==> src/rtl/usb_sw_pkg.sv <==
package usb_sw_pkg;
  typedef enum logic [1:0] {
    LINE_SE0 = 2'b00,
    LINE_J   = 2'b01,
    LINE_K   = 2'b10,
    LINE_BAD = 2'b11
  } line_t;
endpackage

==> src/rtl/usb_sw_line_sync.sv <==
module usb_sw_line_sync #(
  parameter int STAGES = 2
) (
  input  logic              clk,
  input  logic              rst,
  input  logic [1:0]        line_raw,
  output usb_sw_pkg::line_t line_sync
);
  import usb_sw_pkg::*;

  localparam int SH_W = 2 * STAGES;

  logic [SH_W-1:0] shreg;

  // Reset fills the chain with idle, so no false activity is seen after reset
  always_ff @(posedge clk) begin
    if (rst) shreg <= {STAGES{LINE_J}};
    else     shreg <= {shreg[SH_W-3:0], line_raw};
  end

  assign line_sync = line_t'(shreg[SH_W-1:SH_W-2]);
endmodule

==> src/rtl/usb_sw_idle_timer.sv <==
module usb_sw_idle_timer #(
  parameter int CLK_FREQ_HZ  = 48_000_000,
  parameter int IDLE_TIME_US = 3000
) (
  input  logic              clk,
  input  logic              rst,
  input  usb_sw_pkg::line_t line,
  output logic              susp_evt,
  output logic              wake_evt
);
  import usb_sw_pkg::*;

  localparam int DIV      = (CLK_FREQ_HZ / 1_000_000 < 1) ? 1 : CLK_FREQ_HZ / 1_000_000;
  localparam int US_W     = (IDLE_TIME_US > 1) ? $clog2(IDLE_TIME_US) : 1;
  localparam int IDLE_CYC = DIV * IDLE_TIME_US;
  localparam logic [US_W-1:0] US_LAST = US_W'(IDLE_TIME_US - 1);

  logic            is_j;
  logic            prev_j;
  logic            done;
  logic            tick;
  logic [US_W-1:0] us_cnt;

  assign is_j = (line == LINE_J);

  // Microsecond tick: the prescaler is left out when the clock runs at 1 MHz
  generate
    if (DIV == 1) begin : g_no_prescale
      assign tick = is_j;
    end else begin : g_prescale
      localparam int PRE_W = $clog2(DIV);
      localparam logic [PRE_W-1:0] PRE_LAST = PRE_W'(DIV - 1);
      logic [PRE_W-1:0] pre_cnt;
      always_ff @(posedge clk) begin
        if (rst || !is_j || done) pre_cnt <= '0;
        else if (pre_cnt == PRE_LAST) pre_cnt <= '0;
        else pre_cnt <= pre_cnt + 1'b1;
      end
      assign tick = is_j && (pre_cnt == PRE_LAST);
    end
  endgenerate

  // Idle microsecond count; done marks that this idle run has already fired
  always_ff @(posedge clk) begin
    if (rst || !is_j) begin
      us_cnt <= '0;
      done   <= 1'b0;
    end else if (!done && tick) begin
      if (us_cnt == US_LAST) begin
        us_cnt <= '0;
        done   <= 1'b1;
      end else begin
        us_cnt <= us_cnt + 1'b1;
      end
    end
  end

  always_ff @(posedge clk) begin
    if (rst) prev_j <= 1'b1;
    else     prev_j <= is_j;
  end

  assign susp_evt = is_j && !done && tick && (us_cnt == US_LAST);
  assign wake_evt = prev_j && !is_j;

  // Independent run-length counter used only by the checks below
  logic [31:0] jrun;
  always_ff @(posedge clk) begin
    if (rst || !is_j) jrun <= '0;
    else if (jrun < IDLE_CYC) jrun <= jrun + 1;
  end

  AST_SUSP_AFTER_FULL_IDLE: assert property (@(posedge clk) disable iff (rst)
    susp_evt |-> (jrun == IDLE_CYC - 1));
  AST_ONE_SUSP_PER_RUN: assert property (@(posedge clk) disable iff (rst)
    (is_j && jrun >= IDLE_CYC) |-> !susp_evt);
  AST_IDLE_RESTART: assert property (@(posedge clk) disable iff (rst)
    !is_j |=> !susp_evt);
endmodule

==> src/rtl/usb_sw_flags.sv <==
module usb_sw_flags (
  input  logic clk,
  input  logic rst,
  input  logic susp_evt,
  input  logic wake_evt,
  input  logic clr_susp,
  input  logic clr_wake,
  input  logic ien_wr,
  input  logic susp_ie_val,
  input  logic wake_ie_val,
  output logic susp_flag,
  output logic wake_flag,
  output logic irq
);
  logic susp_n, wake_n, sie_n, wie_n;
  logic sie_q, wie_q;

  // A set event wins over both the firmware clear and the cross clear
  always_comb begin
    susp_n = susp_flag;
    if (susp_evt)                 susp_n = 1'b1;
    else if (wake_evt || clr_susp) susp_n = 1'b0;

    wake_n = wake_flag;
    if (wake_evt)                  wake_n = 1'b1;
    else if (susp_evt || clr_wake) wake_n = 1'b0;

    sie_n = ien_wr ? susp_ie_val : sie_q;
    wie_n = ien_wr ? wake_ie_val : wie_q;
  end

  always_ff @(posedge clk) begin
    if (rst) begin
      susp_flag <= 1'b0;
      wake_flag <= 1'b0;
      sie_q     <= 1'b0;
      wie_q     <= 1'b0;
      irq       <= 1'b0;
    end else begin
      susp_flag <= susp_n;
      wake_flag <= wake_n;
      sie_q     <= sie_n;
      wie_q     <= wie_n;
      irq       <= (susp_n & sie_n) | (wake_n & wie_n);
    end
  end

  AST_FLAGS_EXCLUSIVE: assert property (@(posedge clk) disable iff (rst)
    !(susp_flag && wake_flag));
  AST_SUSP_SET_WINS: assert property (@(posedge clk) disable iff (rst)
    susp_evt |=> susp_flag);
  AST_WAKE_SET_WINS: assert property (@(posedge clk) disable iff (rst)
    wake_evt |=> wake_flag);
  AST_CLEAR_TAKES: assert property (@(posedge clk) disable iff (rst)
    (clr_susp && !susp_evt) |=> !susp_flag);
endmodule

==> src/rtl/usb_sw_regs.sv <==
module usb_sw_regs #(
  parameter int ADDR_W = 7
) (
  input  logic              clk,
  input  logic              rst,
  input  logic              bus_reset,
  input  logic              usb_en,
  input  logic              detach_wr,
  input  logic              detach_val,
  input  logic              addr_wr,
  input  logic [ADDR_W-1:0] addr_val,
  input  logic              addr_en_val,
  output logic              pullup_en,
  output logic [ADDR_W-1:0] dev_addr
);
  logic              detach_q;
  logic [ADDR_W-1:0] addr_q;
  logic              addr_en_q;

  always_ff @(posedge clk) begin
    if (rst)            detach_q <= 1'b1;
    else if (detach_wr) detach_q <= detach_val;
  end

  always_ff @(posedge clk) begin
    if (rst || bus_reset) addr_q <= '0;
    else if (addr_wr)     addr_q <= addr_val;
  end

  always_ff @(posedge clk) begin
    if (rst || bus_reset || !usb_en) addr_en_q <= 1'b0;
    else if (addr_wr)                addr_en_q <= addr_en_val;
  end

  assign pullup_en = !detach_q;
  assign dev_addr  = addr_en_q ? addr_q : '0;

  AST_BUSRST_ADDR_ZERO: assert property (@(posedge clk) disable iff (rst)
    $past(bus_reset) |-> (dev_addr == '0));
  AST_MACRO_OFF_ADDR_ZERO: assert property (@(posedge clk) disable iff (rst)
    $past(!usb_en) |-> (dev_addr == '0));
  AST_DETACH_WRITE: assert property (@(posedge clk) disable iff (rst)
    $past(detach_wr) |-> (pullup_en == !$past(detach_val)));
endmodule

==> src/rtl/usb_susp_wake_ctrl.sv <==
module usb_susp_wake_ctrl #(
  parameter int CLK_FREQ_HZ  = 48_000_000,
  parameter int IDLE_TIME_US = 3000,
  parameter int SYNC_STAGES  = 2,
  parameter int ADDR_W       = 7
) (
  input  logic              clk,
  input  logic              rst,
  input  logic              bus_reset,
  input  logic              usb_en,
  input  logic [1:0]        line_state,
  input  logic              detach_wr,
  input  logic              detach_val,
  input  logic              addr_wr,
  input  logic [ADDR_W-1:0] addr_val,
  input  logic              addr_en_val,
  input  logic              ien_wr,
  input  logic              susp_ie_val,
  input  logic              wake_ie_val,
  input  logic              clr_susp,
  input  logic              clr_wake,
  output logic              susp_flag,
  output logic              wake_flag,
  output logic              irq,
  output logic              pullup_en,
  output logic [ADDR_W-1:0] dev_addr
);
  import usb_sw_pkg::*;

  line_t sync_line;
  logic  susp_evt;
  logic  wake_evt;

  usb_sw_line_sync #(.STAGES(SYNC_STAGES)) u_sync (
    .clk       (clk),
    .rst       (rst),
    .line_raw  (line_state),
    .line_sync (sync_line)
  );

  usb_sw_idle_timer #(
    .CLK_FREQ_HZ  (CLK_FREQ_HZ),
    .IDLE_TIME_US (IDLE_TIME_US)
  ) u_timer (
    .clk      (clk),
    .rst      (rst),
    .line     (sync_line),
    .susp_evt (susp_evt),
    .wake_evt (wake_evt)
  );

  usb_sw_flags u_flags (
    .clk         (clk),
    .rst         (rst),
    .susp_evt    (susp_evt),
    .wake_evt    (wake_evt),
    .clr_susp    (clr_susp),
    .clr_wake    (clr_wake),
    .ien_wr      (ien_wr),
    .susp_ie_val (susp_ie_val),
    .wake_ie_val (wake_ie_val),
    .susp_flag   (susp_flag),
    .wake_flag   (wake_flag),
    .irq         (irq)
  );

  usb_sw_regs #(.ADDR_W(ADDR_W)) u_regs (
    .clk         (clk),
    .rst         (rst),
    .bus_reset   (bus_reset),
    .usb_en      (usb_en),
    .detach_wr   (detach_wr),
    .detach_val  (detach_val),
    .addr_wr     (addr_wr),
    .addr_val    (addr_val),
    .addr_en_val (addr_en_val),
    .pullup_en   (pullup_en),
    .dev_addr    (dev_addr)
  );

  AST_SUSP_ON_IDLE: assert property (@(posedge clk) disable iff (rst)
    $rose(susp_flag) |-> ($past(sync_line) == LINE_J));
  AST_WAKE_ON_ACTIVITY: assert property (@(posedge clk) disable iff (rst)
    $rose(wake_flag) |-> ($past(sync_line) != LINE_J));
endmodule

==> config.mk <==
export PLATFORM = sky130hd
export DESIGN_NAME = usb_susp_wake_ctrl
export DESIGN_NICKNAME = d
export VERILOG_FILES = /design/src/rtl/usb_sw_pkg.sv /design/src/rtl/usb_sw_line_sync.sv /design/src/rtl/usb_sw_idle_timer.sv /design/src/rtl/usb_sw_flags.sv /design/src/rtl/usb_sw_regs.sv /design/src/rtl/usb_susp_wake_ctrl.sv
export SDC_FILE = /design/constraint.sdc
export NUM_CORES = 1
export LEC_CHECK = 0
export BUFFER_PORTS_ARGS = -buffer_cell sky130_fd_sc_hd__clkbuf_2
export CORE_MARGIN = 1
export CORE_UTILIZATION = 40
export CTS_BUF_LIST = sky130_fd_sc_hd__clkbuf_4 sky130_fd_sc_hd__clkbuf_8
export DETAILED_ROUTE_END_ITERATION = 16
export MAX_ROUTING_LAYER = met4
export PLACE_DENSITY = 0.62
export RECOVER_POWER = 25
export SYNTH_ARGS = -nofsm -noshare
export SYNTH_HDL_FRONTEND = slang
export SYNTH_HIERARCHICAL = 1
export SYNTH_SLANG_ARGS = --single-unit
==> constraint.sdc <==
create_clock -name clk -period 1.98 [get_ports clk]
set_clock_uncertainty 0.1 [all_clocks]
set_input_delay 0.396 -clock clk [delete_from_list [all_inputs] [get_ports clk]]
set_output_delay 0.396 -clock clk [all_outputs]
set_load 0.1 [all_outputs]
Yosys cells after proc, flatten, opt, wreduce, memory -nomap -nowiden. Index checks and enable logic that the tools add are counted.

Add/sub/neg operators: 2. Eq/ne operators: 3. Multiplexer cells: 8. Bitwise logic cells: 3. Reductions and logical operators: 18.

Operators by type and width (number): adder 12 x 1 -> 12 bit (second input constant) (1); == test 12 bit (second input constant) (1); two-way mux 12 bit (1); two-way mux 7 bit (1); adder 6 x 1 -> 6 bit (second input constant) (1); == test 6 bit (second input constant) (1); logical AND 1 bit (6); logical OR 1 bit (6); two-way mux 1 bit (6); zero test 1 bit (4); AND 1 bit (2); == test 2 x 1 -> 1 bit (second input constant) (1); AND reduction 2 bit (1); OR reduction 2 bit (1); OR 1 bit (1).

Flip-flop bits (word level): 38. Bits of input ports: 22. Output and inout port bits: 11. Logic and storage cells: 47.

Logic depth before layout (Yosys ltp). Gate-level depths: netlist (run 1).

Word-level depth: 9. Gate-level depth with buffers: 8. Gate-level depth less buffers: 7.

By module. Netlist (run 1), hierarchy kept.

Modules (own cells, without submodules): usb_sw_idle_timer (times used 1, cells an instance 114, area an instance 992.2 µm², seq. area each 400.4 µm²); usb_sw_regs (times used 1, cells an instance 39, area an instance 390.4 µm², seq. area each 180.2 µm²); usb_sw_flags (times used 1, cells an instance 17, area an instance 175.2 µm², seq. area each 100.1 µm²); usb_sw_line_sync (times used 1, cells an instance 10, area an instance 120.1 µm², seq. area each 80.1 µm²).

Worst setup path after synthesis (run 1). Ideal clock, no wire load.

Kind: register to register. Start point: register u_timer.us_cnt[0]. End point: register u_flags.irq. Setup time: 0.130 ns. Arrival time: 1.523 ns. Required time: 1.750 ns. Path slack: 0.227 ns. Cell stages (with the launch flop): 9. Path buffers: 1. Clock period less this slack: 1.753 ns. Cells stage by stage: dfxtp_1 > ha_1 > and4_1 > nand3_1 > buf_2 > nor2_1 > nor2_1 > a21oi_1 > o32ai_2.

Longest elaborated chain between the ends: 7. Elaborated cells between the ends (all ways): 9. Classes of those cells: eq/ne: 1; mux: 3; bitwise: 3; reduce/logical: 2.

RTL lines: from (decl) (RTL line usb_sw_idle_timer.sv:22) `logic [US_W-1:0] us_cnt;`; from (signal assigned) (RTL line usb_sw_idle_timer.sv:53) `us_cnt <= us_cnt + 1'b1;`; == test 12 bit * (RTL line usb_sw_idle_timer.sv:63) `assign susp_evt = is_j && !done && tick && (us_cnt == US_LAST);`; logical AND 1 bit * (RTL line usb_sw_idle_timer.sv:63); named net susp_evt (RTL line usb_susp_wake_ctrl.sv:31) `logic susp_evt;`; logical OR 1 bit (RTL line usb_sw_flags.sv:26) `else if (susp_evt || clr_wake) wake_n = 1'b0;`; two-way mux 1 bit (RTL line usb_sw_flags.sv:26); two-way mux 1 bit (RTL line usb_sw_flags.sv:25) `if (wake_evt) wake_n = 1'b1;`; AND 1 bit (RTL line usb_sw_flags.sv:44) `irq <= (susp_n & sie_n) | (wake_n & wie_n);`; OR 1 bit * (RTL line usb_sw_flags.sv:44); to (signal assigned) (RTL line usb_sw_flags.sv:44); to (decl) (RTL line usb_sw_flags.sv:13) `output logic irq`.

The timed path passes the listed nets; every way through them passes the cells marked *. A chain may end at the register's enable or synchronous reset.

Worst setup path in the final report (run 1).
Start point: register u_timer.g_prescale.pre_cnt[0]. End point: register u_flags.irq.

Longest elaborated chain between the ends: 9. Elaborated cells between the ends (all ways): 11. Classes of those cells: eq/ne: 1; mux: 3; bitwise: 3; reduce/logical: 4.

RTL lines: from (decl) (RTL line usb_sw_idle_timer.sv:33) `logic [PRE_W-1:0] pre_cnt;`; from (signal assigned) (RTL line usb_sw_idle_timer.sv:37) `else pre_cnt <= pre_cnt + 1'b1;`; == test 6 bit * (RTL line usb_sw_idle_timer.sv:39) `assign tick = is_j && (pre_cnt == PRE_LAST);`; logical AND 1 bit * (RTL line usb_sw_idle_timer.sv:39); logical AND 1 bit * (2 in series) (RTL line usb_sw_idle_timer.sv:63); named net susp_evt (RTL line usb_susp_wake_ctrl.sv:31); logical OR 1 bit (RTL line usb_sw_flags.sv:26); two-way mux 1 bit (RTL line usb_sw_flags.sv:26); two-way mux 1 bit (RTL line usb_sw_flags.sv:25); AND 1 bit (RTL line usb_sw_flags.sv:44); OR 1 bit * (RTL line usb_sw_flags.sv:44).

Marked as above.

==> results of run 1 <==
==> worst max-delay path by stage <==
stage / startpoint / slack, ps / end
2_1_floorplan: u_timer/us_cnt[0] / 230 / u_flags/irq
3_3_place_gp: u_timer/g_prescale.pre_cnt[0] / 160 / u_flags/irq
3_5_place_dp: u_timer/g_prescale.pre_cnt[0] / 80 / u_flags/irq
4_1_cts: u_timer/g_prescale.pre_cnt[0] / 60 / u_flags/irq
5_1_grt: u_timer/g_prescale.pre_cnt[0] / 10 / u_flags/irq
6_report: u_timer/g_prescale.pre_cnt[0] / 150 / u_flags/irq
==> metrics by stage <==
step | worst slack, ps | hold slack (ps)
global placement | 155 | 287
global route | 14.8 | 202
CTS | 63.2 | 182
detailed placement | 75.4 | 295
finish | 148 | 194
floorplan | 227 | 285
==> per-layer routing <==
layer | vias up | share of wire | wire length, microns
met3 | 2 | 0.040 | 120
met5 | - | 0 | 0
met2 | 31 | 0.45 | 1360
met1 | 636 | 0.50 | 1520
li1 | 698 | - | -
met4 | 0 | 0.0079 | 24
==> kinds of logic (layout without fill, tap and decap cells) <==
logic type / count (synthesis) / in the layout
compound gates: 25 / 25
xor+xnor: 5 / 5
fa+ha+maj: 2 / 2
buf+inv: 15 / 50
flops: 38 / 38
mux: 10 / 10
simple gates: 85 / 85
==> power by group <==
group / switching (W) / internal [W] / total [W]
sequential: 0.00000808 / 0.000784 / 0.000792
clock: 0.000247 / 0.000294 / 0.000542
combinational: 0.0000725 / 0.0000465 / 0.000119
total: 0.000328 / 0.00112 / 0.00145
==> cells in the mapped netlist, types with 5 or more instances <==
library cell	instances
nor2_1	23
nand2_1	12
dfxtp_1	38
mux2i_1	10
and2_1	7
nand3_1	10
a31oi_1	5
nor2b_1	5
inv_1	6
a21oi_1	8
==> cells in the final DEF, fill, tap and decap left out, drive strengths merged, types with 6 or more instances in the layout <==
master  instances
a21oi           8
and2            7
clkbuf         39
dfxtp          38
inv             6
mux2i          10
nand2          12
nand3          11
nor2           23
==> state kept, by name, indices dropped and copies added, names as in the netlist <==
register,cells
u_regs/addr_en_q,1
u_sync/shreg,4
u_flags/sie_q,1
u_regs/addr_q,7
u_flags/wie_q,1
u_timer/g_prescale.pre_cnt,6
u_timer/us_cnt,12
u_flags/irq,1
u_flags/wake_flag,1
u_flags/susp_flag,1
u_timer/prev_j,1
u_regs/detach_q,1
u_timer/done,1
==> repair_timing <==
item / in CTS / in global routing
buffers inserted: 0 / 0
endpoints found under the hold margin: 0 / 0
resized for setup: 0 / 1
endpoints found under the setup margin: 0 / 1
==> cell type report <==
class | instances | area, sq um | area share
timing repair buffer | 36 | 190 | 0.0972
clock inverter | 1 | 5.00 | 0.00256
sequential | 38 | 761 | 0.389
tap | 50 | 62.6 | 0.0320
clock buffer | 7 | 90.1 | 0.0460
inverter | 6 | 22.5 | 0.0115
multi-input combinational | 127 | 826 | 0.422
==> worst max-delay path, delay by kind of cell, from the launching register on <==
| family | cells | cell delay, ps |
|---|---|---|
| AND/OR/NAND/NOR | 4 | 750 |
| adder cells (fa/ha/maj) | 1 | 190 |
| flip-flops | 1 | 360 |
| AO/OA/AOI/OAI | 2 | 330 |
==> results.json, run 1 <==
{
  "status": "finished clean",
  "die_y_microns": 66.8,
  "htree_levels": 2,
  "hp-start": "line_state[0]",
  "met3_usage": 0.0360,
  "path_clk_slew_ps": 70,
  "netlist_top_cells_area": "dfxtp_1 45%, mux2i_1 6.0%, nor2_1 5.1%",
  "cts_tree": "yes",
  "stdcell_area_sq_um": 1960,
  "antenna_found_initial": 0,
  "worstPathRequired_ps": 2040,
  "cts_buffers": 5,
  "crit_fanout": 7,
  "areaGrowthSynthToFinish_pct": 16.6,
  "globalRouteMet1Util": 0.201,
  "end_kind": "flop",
  "hold_buffers": 0,
  "cts_buffer_depth": 2,
  "synthSimpleGateAreaFrac": 0.288,
  "syn_area_per_cell_sq_um": 9.32,
  "wl_per_cell_microns": 11.4,
  "final_core_util": 0.489,
  "hpwlAfterDp_mm": 2.24,
  "drc": 0,
  "dr.first_iter.drc_count": 46,
  "yosys.area.top_type_share": 0.453,
  "synthMuxAreaShare": 0.0597,
  "finalHoldViolations": 0,
  "leakage_nw": 0.808,
  "min_to": "u_sync/shreg[0]",
  "r2r_start": "u_timer/g_prescale.pre_cnt[0]",
  "cts_sinks": 38,
  "finalCritPeriodShare": 0.925,
  "critPathKind": "flop to flop",
  "top_usage_layer": "met2",
  "clk-insertion-delay-late_ps": 280,
  "grt_use_total": 0.157,
  "worst_r2r_path_depth": 7,
  "syn_inst": 180,
  "rsz0062_at_grt": "false",
  "worstHoldPathType": "primary input to flop",
  "ys_seq_area_frac": 0.453,
  "synth_adder_area_share": 0.0149,
  "setup_viol": 0,
  "yosys_warnings": 6,
  "synth.distinct_cells": 43,
  "path_cells": "ha_1 > and3_2 > nand3_2 > nor2_1 > nor2_1 > a21oi_1 > o32ai_2",
  "synth_top_family_by_area": "simple AND/OR/NAND/NOR gates",
  "drt_wl_total_mm": 3.02,
  "ioPinCount": 33,
  "ys_async_sr_fraction": 0,
  "diodes": 0,
  "worstPathArrival_ps": 1890,
  "drv_cap": 0,
  "fmax_mhz": 546,
  "synth-xor-area-share": 0.0261,
  "place.gp.congestion": 0.809,
  "fill_cells": 385,
  "vias_per_cell": 5.16,
  "synth_fp_nets": 204,
  "period_minus_slack_ps": 1830,
  "drive_above_1_share": 0.247,
  "hold_depth": 2,
  "vias": 1367,
  "tightest_slew_ps": 544,
  "synth_compound_area_frac": 0.103,
  "dpl_cell_area_sq_um": 1860,
  "finish.net_count": 238,
  "die_area_sq_um": 4460,
  "portBuffers": 32,
  "gr-total-overflow": 0,
  "crit_top_cell": "nor2_1",
  "tns_ps": 0,
  "r2r-end": "u_flags/irq",
  "ys_ff_latch": 38,
  "synth-main-ff-cell": "dfxtp_1",
  "ant_nets": 0,
  "drtPass1Iterations": 5,
  "dpl.cell_count": 257,
  "num_rows": 23,
  "grt_first_pass_wirelength_mm": 5.18,
  "grt_max_degree": 14,
  "maxSlewHeadroom": 0.639,
  "start_kind": "flop",
  "yosys.area.top_type": "dfxtp_1",
  "die_w_microns": 66.8,
  "initial_utilization": 0.419,
  "powerDensity_nw_per_um2": 742,
  "power.total_w": 0.00145,
  "use_met2": 0.234,
  "synth_area_sq_um": 1680,
  "synth_edf_count": 0,
  "ir_worst_vdd_mv": 0.524,
  "cpPeakStageDelay_ps": 360,
  "instances_no_fill": 265,
  "coreArea_sq_um": 4000,
  "rrSetupSlack_ps": 150,
  "cts-root-buf": "clkbuf_8",
  "slowest_stage": "dfxtp_1",
  "drv_slew": 0,
  "grt_pass1_vias": 1199
}
(Power assumes the default switching activity.)
==> run 2, diff against run 1 <==
CORE_ASPECT_RATIO = 1.4   (was unset)
CORE_MARGIN = 2   (was 1)
==> run 2 against run 1 <==
Against the previous run: critical path depth fell by 5; highest routed layer unchanged; wire length rose by 5.2%; cell count shrank 2.6%; via count down 1.2%; setup slack better by 6.0 ps; die area rose by 6.2%; sequential share of layout area is 0.71 points lower; sequential cell count did not move; non-clock buffer count unchanged; global-route usage shrank 0.34 points; the flow now finishes with violations (design-rule violations); utilization rose by 1.1 points.
==> results.json, run 2 (same netlist as run 1, synthesis figures left out) <==
{
  "stdcell_area_sq_um": 1990,
  "violations": "design-rule violations",
  "antenna_found_initial": 0,
  "reg.largest.list": "u_timer/us_cnt x12, u_regs/addr_q x7, u_timer/g_prescale.pre_cnt x6",
  "cp_top_family": "buffers and inverters",
  "wl_per_cell_microns": 12.3,
  "final_cell_mix": "38 x dfxtp_1, 32 x clkbuf_2, 22 x nor2_1",
  "hold_buffers": 0,
  "period_minus_slack_ps": 1830,
  "cts_tree": "yes",
  "coreArea_sq_um": 3990,
  "path_cells": "and2_1 > clkbuf_2",
  "worstPathRequired_ps": 1480,
  "drc": 3,
  "cts_buffers": 5,
  "drive_above_1_share": 0.251,
  "die_area_sq_um": 4740,
  "finalHoldViolations": 0,
  "rrSetupSlack_ps": 200,
  "path_clk_slew_ps": 80,
  "crit_fanout": 8,
  "start_kind": "flop",
  "drv_slew": 0,
  "initial_utilization": 0.421,
  "hold_slack_ps": 176,
  "die_w_microns": 58.7,
  "gr-total-overflow": 0,
  "clk-insertion-delay-late_ps": 290,
  "ant_nets": 0,
  "end_kind": "output port",
  "htree_levels": 2,
  "fmax_mhz": 548,
  "powerDensity_nw_per_um2": 848,
  "finish.net_count": 238,
  "drtPass1Iterations": 10,
  "areaGrowthSynthToFinish_pct": 18.8,
  "ioPinCount": 33,
  "tns_ps": 0,
  "path_buf_inv": 1,
  "leakage_nw": 0.824,
  "cts_sinks": 38,
  "maxSlewHeadroom": 0.636,
  "status": "finished with violations",
  "grt_max_degree": 14,
  "vias_per_cell": 5.24,
  "diodes": 0,
  "cpPeakStageDelay_ps": 450,
  "slowest_stage": "clkbuf_2",
  "drv_cap": 0,
  "cts-root-buf": "clkbuf_8",
  "cts_buffer_depth": 2,
  "grt_first_pass_wirelength_mm": 5.45,
  "setup_viol": 0,
  "largest-register": "u_timer/us_cnt",
  "portBuffers": 32,
  "ir_worst_vdd_mv": 0.541,
  "grt_use_total": 0.153,
  "dpl_cell_area_sq_um": 1850,
  "largest_reg_flops": 12,
  "vias": 1351,
  "rsz0062_at_grt": "false",
  "grt_pass1_vias": 1259,
  "critPathKind": "flop to output port",
  "dr.first_iter.drc_count": 45,
  "tightest_slew_ps": 548,
  "hpwlAfterDp_mm": 2.32,
  "cts-resized-gates": 0,
  "place.gp.congestion": 0.897,
  "die_y_microns": 80.6,
  "worstPathArrival_ps": 1330,
  "layout_commonest_cell": "dfxtp_1",
  "worstHoldPathType": "primary input to flop",
  "drt_wl_total_mm": 3.18,
  "num_rows": 27,
  "cts_setup_buffers": 0,
  "finalCritPeriodShare": 0.922
}
run 2: routing by layer:
metal / track usage / routed length (microns)
met5: - / 0
met4: 0.0545 / 53
met3: 0.0564 / 176
met2: 0.263 / 1580
met1: 0.158 / 1370
run 2: power breakdown:
| group | switching (W) | internal, W | total, W |
|---|---|---|---|
| Combinational | 0.0000720 | 0.0000464 | 0.000118 |
| Clock | 0.000275 | 0.000505 | 0.000779 |
| Sequential | 0.00000781 | 0.000784 | 0.000791 |
run 2: path summary, 6_finish.rpt:
kind / startpoint / end / cells after the start
worst max-delay path: u_regs/addr_en_q / dev_addr[6] / 2
worst max register to register: u_timer/us_cnt[0] / u_flags/irq / 7
worst min register to register: u_sync/shreg[0] / u_sync/shreg[2] / 1
worst min-delay path: line_state[0] / u_sync/shreg[0] / 2
run 2: worst register-to-register path: stages, from the launching register on:
cell and delay, ps:
dfxtp_1 390, ha_1 210, and4_1 260, nand3_1 140, nor2_2 180, nor2_1 60
a21oi_1 220, o32ai_2 110
run 2: cell type report:
cell class	instances	area [sq um]
flip-flops and latches	38	761
multi-input cells	127	828
inverters	6	22.5
clock buffers	5	68.8
well taps	43	53.8
repair buffers	36	190
clock inverters	3	68.8
fillers	404	1990
run 2: stage by stage:
| step | utilization | worst slack [ps] | instances | total power (W) |
|---|---|---|---|---|
| after floorplan | - | 227 | 180 | 0.000894 |
| after global placement | 0.465 | 190 | 250 | 0.000929 |
| after detailed placement | 0.465 | 146 | 250 | 0.000930 |
| after CTS | 0.499 | 126 | 258 | 0.00172 |
| after global routing | 0.500 | 12.5 | 258 | 0.00176 |
| final | 0.500 | 154 | 258 | 0.00169 |
